--- src/rtl/vof_pkg.sv ---
package vof_pkg;

   // Control register layout; field positions are decoded by software.
   typedef struct packed {
      logic [2:0] act_code;   // bits 7:5 active-start shift
      logic [2:0] yc_code;    // bits 4:2 luma/chroma skew
      logic       range_sel;  // bit 1 clamp range
      logic       err_mode;   // bit 0 line recovery mode
   } vof_cfg_t;

   // Signed 3-bit code to offset; 100 maps to zero, magnitude limited.
   function automatic int code_to_offset(input logic [2:0] code, input int lim);
      int v;
      v = code[2] ? (int'(code) - 8) : int'(code);
      if (code == 3'b100) v = 0;
      if (v > lim) v = lim;
      if (v < -lim) v = -lim;
      return v;
   endfunction

endpackage

--- src/rtl/vof_cfg_reg.sv ---
module vof_cfg_reg
   import vof_pkg::*;
(
   input  logic       clk,
   input  logic       rst_n,
   input  logic       we,
   input  logic [7:0] wdata,
   output logic [7:0] rdata,
   output logic       err_mode,
   input  logic       act_in,
   output logic [2:0] eff_act_code,
   output logic [2:0] eff_yc_code,
   output logic       eff_range_sel
);

   vof_cfg_t   live_q;
   logic       act_prev_q;
   logic [2:0] sh_act_q;
   logic [2:0] sh_yc_q;
   logic       sh_rng_q;
   logic       line_start;

   assign line_start = act_in && !act_prev_q;

   always_ff @(posedge clk or negedge rst_n) begin
      if (!rst_n) begin
         live_q     <= '0;
         act_prev_q <= 1'b0;
         sh_act_q   <= '0;
         sh_yc_q    <= '0;
         sh_rng_q   <= 1'b0;
      end else begin
         if (we) live_q <= vof_cfg_t'(wdata);
         if (line_start) begin
            sh_act_q <= live_q.act_code;
            sh_yc_q  <= live_q.yc_code;
            sh_rng_q <= live_q.range_sel;
         end
         act_prev_q <= act_in;
      end
   end

   assign rdata         = live_q;
   assign err_mode      = live_q.err_mode;
   assign eff_act_code  = sh_act_q;
   assign eff_yc_code   = sh_yc_q;
   assign eff_range_sel = sh_rng_q;

   a_r1_readback: assert property (@(posedge clk) disable iff (!rst_n)
      we |=> (rdata == $past(wdata)));

   a_r2_err_mode: assert property (@(posedge clk) disable iff (!rst_n)
      we |=> (err_mode == $past(wdata[0])));

   a_r9_hold_mid_line: assert property (@(posedge clk) disable iff (!rst_n)
      (act_prev_q || !act_in) |=>
         ($stable(eff_act_code) && $stable(eff_yc_code) && $stable(eff_range_sel)));

endmodule

--- src/rtl/vof_tap_line.sv ---
module vof_tap_line #(
   parameter int W     = 8,
   parameter int DEPTH = 7,
   localparam int TAP_W = (DEPTH > 1) ? $clog2(DEPTH) : 1
) (
   input  logic             clk,
   input  logic             rst_n,
   input  logic [W-1:0]     din,
   input  logic [TAP_W-1:0] tap,
   output logic [W-1:0]     dout
);

   if (W < 1) begin : g_bad_w
      $error("vof_tap_line: W must be at least 1");
   end
   if (DEPTH < 1) begin : g_bad_depth
      $error("vof_tap_line: DEPTH must be at least 1");
   end

   if (DEPTH > 1) begin : g_line
      logic [W-1:0] dly [1:DEPTH-1];

      always_ff @(posedge clk or negedge rst_n) begin
         if (!rst_n) begin
            for (int k = 1; k < DEPTH; k++) dly[k] <= '0;
         end else begin
            dly[1] <= din;
            for (int k = 2; k < DEPTH; k++) dly[k] <= dly[k-1];
         end
      end

      always_comb begin
         dout = din;
         for (int k = 1; k < DEPTH; k++) begin
            if (tap == TAP_W'(k)) dout = dly[k];
         end
      end

      a_r3_tap_in_range: assert property (@(posedge clk) disable iff (!rst_n)
         32'(tap) < DEPTH);
   end else begin : g_wire
      assign dout = din;
      a_r3_tap_zero: assert property (@(posedge clk) disable iff (!rst_n)
         tap == '0);
   end

endmodule

--- src/rtl/vof_clip.sv ---
module vof_clip #(
   parameter int W = 8
) (
   input  logic         clk,
   input  logic         rst_n,
   input  logic [W-1:0] din,
   input  logic [W-1:0] lo,
   input  logic [W-1:0] hi,
   output logic [W-1:0] dout
);

   always_ff @(posedge clk or negedge rst_n) begin
      if (!rst_n)         dout <= '0;
      else if (din < lo)  dout <= lo;
      else if (din > hi)  dout <= hi;
      else                dout <= din;
   end

   // every registered sample lies inside the limits in force.
   a_r7_clip_bounds: assert property (@(posedge clk) disable iff (!rst_n)
      rst_n |=> (dout >= $past(lo) && dout <= $past(hi)));

   a_r8_in_range_passes: assert property (@(posedge clk) disable iff (!rst_n)
      (din >= lo && din <= hi) |=> (dout == $past(din)));

endmodule

--- src/rtl/vid_out_fmt.sv ---
module vid_out_fmt
   import vof_pkg::*;
#(
   parameter int DATA_W    = 8,
   parameter int MAX_SHIFT = 3,
   parameter int WIDE_LO   = 1,
   parameter int WIDE_HI   = 254,
   parameter int NARROW_LO = 16,
   parameter int Y_NAR_HI  = 235,
   parameter int C_NAR_HI  = 240
) (
   input  logic              clk,
   input  logic              rst_n,
   input  logic              cfg_we,
   input  logic [7:0]        cfg_wdata,
   output logic [7:0]        cfg_rdata,
   output logic              err_mode,
   input  logic [DATA_W-1:0] y_in,
   input  logic [DATA_W-1:0] c_in,
   input  logic              act_in,
   output logic [DATA_W-1:0] y_out,
   output logic [DATA_W-1:0] c_out,
   output logic              act_out
);

   localparam int BASE_LAT = MAX_SHIFT;
   localparam int N_TAPS   = 2 * MAX_SHIFT + 1;
   localparam int TAP_W    = $clog2(N_TAPS);

   if (MAX_SHIFT < 1 || MAX_SHIFT > 3) begin : g_bad_shift
      $error("vid_out_fmt: MAX_SHIFT must fit a 3-bit signed field");
   end
   if (DATA_W < 8) begin : g_bad_width
      $error("vid_out_fmt: DATA_W below 8 cannot hold the clamp limits");
   end
   if (WIDE_LO > WIDE_HI || NARROW_LO > Y_NAR_HI || NARROW_LO > C_NAR_HI) begin : g_bad_lim
      $error("vid_out_fmt: clamp limits out of order");
   end

   logic [2:0]        eff_act_code;
   logic [2:0]        eff_yc_code;
   logic              eff_range_sel;
   logic [TAP_W-1:0]  y_tap, c_tap, a_tap;
   logic [DATA_W-1:0] y_sel, c_sel;
   logic [0:0]        a_sel;
   logic [DATA_W-1:0] y_lo, y_hi, c_lo, c_hi;
   int                yc_off, act_off;

   vof_cfg_reg u_cfg (
      .clk           (clk),
      .rst_n         (rst_n),
      .we            (cfg_we),
      .wdata         (cfg_wdata),
      .rdata         (cfg_rdata),
      .err_mode      (err_mode),
      .act_in        (act_in),
      .eff_act_code  (eff_act_code),
      .eff_yc_code   (eff_yc_code),
      .eff_range_sel (eff_range_sel)
   );

   // Tap selection: base latency plus or minus the signed offsets.
   always_comb begin
      yc_off  = code_to_offset(eff_yc_code, MAX_SHIFT);
      act_off = code_to_offset(eff_act_code, MAX_SHIFT);
      y_tap   = TAP_W'(BASE_LAT + ((yc_off < 0) ? -yc_off : 0));
      c_tap   = TAP_W'(BASE_LAT + ((yc_off > 0) ? yc_off : 0));
      a_tap   = TAP_W'(BASE_LAT + act_off);
   end

   always_comb begin
      if (eff_range_sel) begin
         y_lo = DATA_W'(NARROW_LO);
         y_hi = DATA_W'(Y_NAR_HI);
         c_lo = DATA_W'(NARROW_LO);
         c_hi = DATA_W'(C_NAR_HI);
      end else begin
         y_lo = DATA_W'(WIDE_LO);
         y_hi = DATA_W'(WIDE_HI);
         c_lo = DATA_W'(WIDE_LO);
         c_hi = DATA_W'(WIDE_HI);
      end
   end

   vof_tap_line #(.W(DATA_W), .DEPTH(N_TAPS)) u_y_line (
      .clk(clk), .rst_n(rst_n), .din(y_in), .tap(y_tap), .dout(y_sel));

   vof_tap_line #(.W(DATA_W), .DEPTH(N_TAPS)) u_c_line (
      .clk(clk), .rst_n(rst_n), .din(c_in), .tap(c_tap), .dout(c_sel));

   vof_tap_line #(.W(1), .DEPTH(N_TAPS)) u_a_line (
      .clk(clk), .rst_n(rst_n), .din(act_in), .tap(a_tap), .dout(a_sel));

   vof_clip #(.W(DATA_W)) u_y_clip (
      .clk(clk), .rst_n(rst_n), .din(y_sel), .lo(y_lo), .hi(y_hi), .dout(y_out));

   vof_clip #(.W(DATA_W)) u_c_clip (
      .clk(clk), .rst_n(rst_n), .din(c_sel), .lo(c_lo), .hi(c_hi), .dout(c_out));

   always_ff @(posedge clk or negedge rst_n) begin
      if (!rst_n) act_out <= 1'b0;
      else        act_out <= a_sel[0];
   end

   // the reserved code never moves a tap away from the base position.
   a_r4_null_code: assert property (@(posedge clk) disable iff (!rst_n)
      (eff_yc_code == 3'b100) |-> (y_tap == TAP_W'(BASE_LAT) && c_tap == TAP_W'(BASE_LAT)));

   // at most one of the two streams carries extra delay.
   a_r3_one_side: assert property (@(posedge clk) disable iff (!rst_n)
      (y_tap == TAP_W'(BASE_LAT)) || (c_tap == TAP_W'(BASE_LAT)));

endmodule

--- config.mk ---
export PLATFORM = sky130hd
export DESIGN_NAME = vid_out_fmt
export DESIGN_NICKNAME = d
export VERILOG_FILES = /design/src/rtl/vof_pkg.sv /design/src/rtl/vof_cfg_reg.sv /design/src/rtl/vof_tap_line.sv /design/src/rtl/vof_clip.sv /design/src/rtl/vid_out_fmt.sv
export SDC_FILE = /design/constraint.sdc
export NUM_CORES = 1
export LEC_CHECK = 0
export BUFFER_PORTS_ARGS = -buffer_cell sky130_fd_sc_hd__buf_2
export CAP_MARGIN = 30
export CORE_ASPECT_RATIO = 1.1
export CORE_MARGIN = 2
export CORE_UTILIZATION = 35
export CTS_BUF_LIST = sky130_fd_sc_hd__clkbuf_8
export DETAILED_ROUTE_END_ITERATION = 12
export GPL_TIMING_DRIVEN = 0
export MAX_ROUTING_LAYER = met4
export PLACE_DENSITY = 0.5
export SETUP_SLACK_MARGIN = 0.02
export SLEW_MARGIN = 0
export SYNTH_ARGS = -nofsm -noshare
export SYNTH_HDL_FRONTEND = slang
export SYNTH_HIERARCHICAL = 1
export SYNTH_SLANG_ARGS = --single-unit
--- constraint.sdc ---
create_clock -name clk -period 3.3 [get_ports clk]
set_input_delay 0.66 -clock clk [delete_from_list [all_inputs] [get_ports clk]]
set_output_delay 0.66 -clock clk [all_outputs]
set_load 0.03 [all_outputs]
==> impl_results.md <==
* Max Slew Vio Count at 0
* Leading area contributor after synthesis: dfrtp_1
* Most common library cell in the layout ignoring fill and taps: dfrtp_1
* Area used by sequential logic in the layout at 0.00338 sq mm
* Setup slack of the most critical reg-to-reg path at 0.05 ns
* Synth Area in Simple Gates at 11.8%
* RSZ-0062 raised after global routing: true
* Kind of capture point of the worst setup path: flip-flop
* F_max at 0.308 GHz
* Count of different cell masters after synthesis at 44
* Critical Setup Path Class: reg2reg
* Combinational family with the most area after synthesis: compound AO/OA/AOI/OAI gates
* Post-synthesis mux area share at 8.68%
* Leakage power total at 3.91 nW
* Commonest non-fill, non-tap cells in the layout: dfrtp_1, buf_2, inv_1
* Most frequent cell on the critical path: ha_4
* Reg2Reg Depth at 16
* Combined area of the multi-input logic cells at 0.00343 sq mm
* Post-Synthesis Mean Instance Area at 12.0 sq um
* Number of vias per cell at 5.10
* Hold crit path type: in2async
* YS warnings at 6
* Worst stage delay on the critical path at 0.53 ns
* Sum of negative setup slack at 0 ns
* Area of the die at 0.0202 sq mm
* Summed instance area of the synthesized netlist at 0.00668 sq mm
* Post-Place Worst Slack at -0.404 ns
* Largest fanout on the critical path at 6
* Startpoint type of the worst setup path: flip-flop
* Share of the synthesized area in the top cell type at 50.6%
* Number of vias after detailed routing at 4842
* Outcome: finished, final reports clean
* Maximum buffer depth of the clock tree at 2
* I/O Buffers at 52
* TritonCTS clock tree: done
* Util after Layout at 46.2%
* Final WS setup at 0.0495 ns
* # clock sinks at 135
* Share of layout cells above drive strength 1 at 34.3%
* Tightest hold margin at 0.180 ns
* Area share of fa/ha/maj cells after synthesis at 6.18%
* DP HPWL at 10500 um
* CTS H-tree lvls at 4
* Routability cong. at 0.814
* Count of flip-flops with a built-in enable after synthesis at 0
* Hold-fix buffers, CTS at 0
* Buffer cell driving the clock tree root: clkbuf_8
* Max transition margin at 49.2%
* Terminus of the critical flop-to-flop path: u_c_clip/dout[4]
* Number of max-cap violations at 0
* Initial standard-cell utilization of the core at 36.0%
* CTS clock-pin slew for the worst setup and hold paths at 0.08 ns
* Share of flip-flops with an asynchronous set or reset after synthesis at 100%
* Antenna cells at 0
* Wire length of the first global-routing pass at 25800 um
* First-iteration detailed-routing DRC count at 209
* Worst slew pin tran at 0.761 ns
* Pin count of the biggest net entering global routing at 80
* Drt total wl at 16400 um
* Via count of the first global-routing pass at 4866
* Row cnt at 52
* Cell family with most CP delay: compound AO/OA/AOI/OAI gates
* Total power of the final layout at 6.60 mW
* Maximum vdd ir drop at 0.285 mV
* Top_reg_cell synth: dfrtp_1
* Final setup violating endpoints at 0
* Xor/xnor cell area share of the yosys netlist at 0%
* Number of endpoints with negative hold slack in the final report at 0
* Global route overflow at 0
* Area added between synthesis and finish at 28.4%
* Launching point of the worst reg2reg path: u_cfg/eff_yc_code[0]
* PwrDens at 769 mW/mm^2
* Gate count after technology mapping at 558
* Worst endpoint data arrival time at 3.57 ns
* Height of the die at 149 um
* Post-detailed-route DRC marker count at 0
* Average detailed-routed wire length per instance at 17.2 um
* Share of the clock period used by the worst path after layout at 98.5%
* Fill cells at 1704
* Antenna violations before repair at 0
* Detail Route Antenna Nets at 0
* Post-synthesis compound-gate area fraction at 16.2%
* Cell Chain, Critical Path: nand2b_4 > ha_4 > inv_4 > buf_6 > buf_8 > or4b_4 > o221ai_2 > a221o_1 > ha_4 > and2b_2 > o211ai_4 > buf_12 > buf_4 > a21oi_1 > a311oi_1 > a22oi_1
* Die Width at 136 um
* Portion of the post-synthesis area used by sequential elements at 50.6%
* Skew final at 0.0104 ns
* Num CTS Buffers at 17
* Total Nets Final at 755
* Buffering stage count on the worst path with inverters included at 5
* Max stage delay cell, worst path: or4b_4
* Source-to-sink clock delay at the later pin of the worst-skew pair at 0.44 ns
* Boundary Pins at 54
* GRT Overall Usage at 17.1%
* FF+latch count, synth at 135
* Biggest area contributors in the synthesized netlist: dfrtp_1, ha_1, mux2i_1
* Floorplan core area at 0.0185 sq mm
* Worst path required time at 3.62 ns
* Total iterations of the first detailed-routing run at 4
* Time the worst path needs with I/O delays and setup at 3.25 ns
[how the worst max path moves through the flow]
stage	from	end	slack (ns)	cells past startpoint
after floorplan	u_cfg/eff_yc_code[2]	u_c_clip/dout[7]	0.09	15
after global placement	u_cfg/eff_yc_code[2]	u_c_clip/dout[7]	-0.37	13
after detailed placement	u_cfg/eff_yc_code[2]	u_c_clip/dout[7]	-0.40	13
after CTS	u_cfg/eff_yc_code[2]	u_c_clip/dout[7]	-0.007	14
after global routing	u_cfg/eff_yc_code[2]	u_c_clip/dout[0]	-0.04	14
final	u_cfg/eff_yc_code[0]	u_c_clip/dout[4]	0.05	16
[repair_timing]
action                     CTS  global route
pin swaps                   10            32
gates resized for setup     38            81
setup buffers               11            19
setup endpoints to repair   16            16
gates cloned                 0             3
[state kept, by name, summed over array words and instances (netlist names), 3 cells and up]
name	count
u_c_line/g_line.dly	48
u_y_line/g_line.dly	48
u_c_clip/dout	8
u_y_clip/dout	8
u_cfg/rdata	7
u_a_line/g_line.dly	6
u_cfg/eff_act_code	3
u_cfg/eff_yc_code	3
[metal layers]
metal / track usage [%] / vias to the layer above / wire length [um]
li1: - / 2307 / -
met1: 21.9 / 2409 / 7460
met2: 26.7 / 108 / 8040
met3: 4.28 / 18 / 617
met4: 5.42 / 0 / 252
met5: - / - / 0
[synth_stat cells, types with 3 or more instances]
cell and number:
nand2_1 12, o221ai_1 16, o31a_1 4, buf_6 9, mux2i_1 32, nand2b_4 3
a21oi_1 23, mux2_2 9, o21a_1 3, o21ai_0 14, dfrtp_1 135, nand2b_1 22
nand3_1 40, nor2_1 3, a311oi_1 12, a22oi_1 12, nor2b_1 4, a21o_1 5
and3_1 4, ha_1 33, inv_1 52, buf_4 5, o2bb2ai_1 16, buf_2 17
mux2_4 7, a221o_1 16, or4b_1 16
[layout make-up]
cell class | count | share of cell area (%)
Timing Repair Buffer | 86 | 7.03
Tap cell | 243 | 3.55
Multi-Input combinational cell | 371 | 40.0
Inverter | 52 | 2.33
Clock buffer | 21 | 3.37
Clock inverter | 10 | 0.657
Buffer | 31 | 3.66
Sequential cell | 135 | 39.4
[power breakdown]
group	switching [mW]	internal (mW)	total [mW]
Combinational	1.86	1.57	3.43
Clock	0.647	0.584	1.23
Sequential	0.0846	1.85	1.94
[logic make-up (layout without fill, tap and decap cells)]
| family | after synthesis | in the layout |
|---|---|---|
| DFF | 135 | 135 |
| other | 2 | 37 |
| buffers and inverters | 87 | 200 |
| adders and majority gates | 33 | 33 |
| AOI/OAI and AO/OA | 135 | 135 |
| muxes | 50 | 50 |
| and+or+nand+nor | 116 | 116 |
[stage by stage]
stage	area, sq um	instances
floorplan	6810	593
global placement	7370	888
detailed placement	7410	889
CTS	8010	929
global route	8570	949
finish	8570	949
Power figures use the tool's default switching activity.
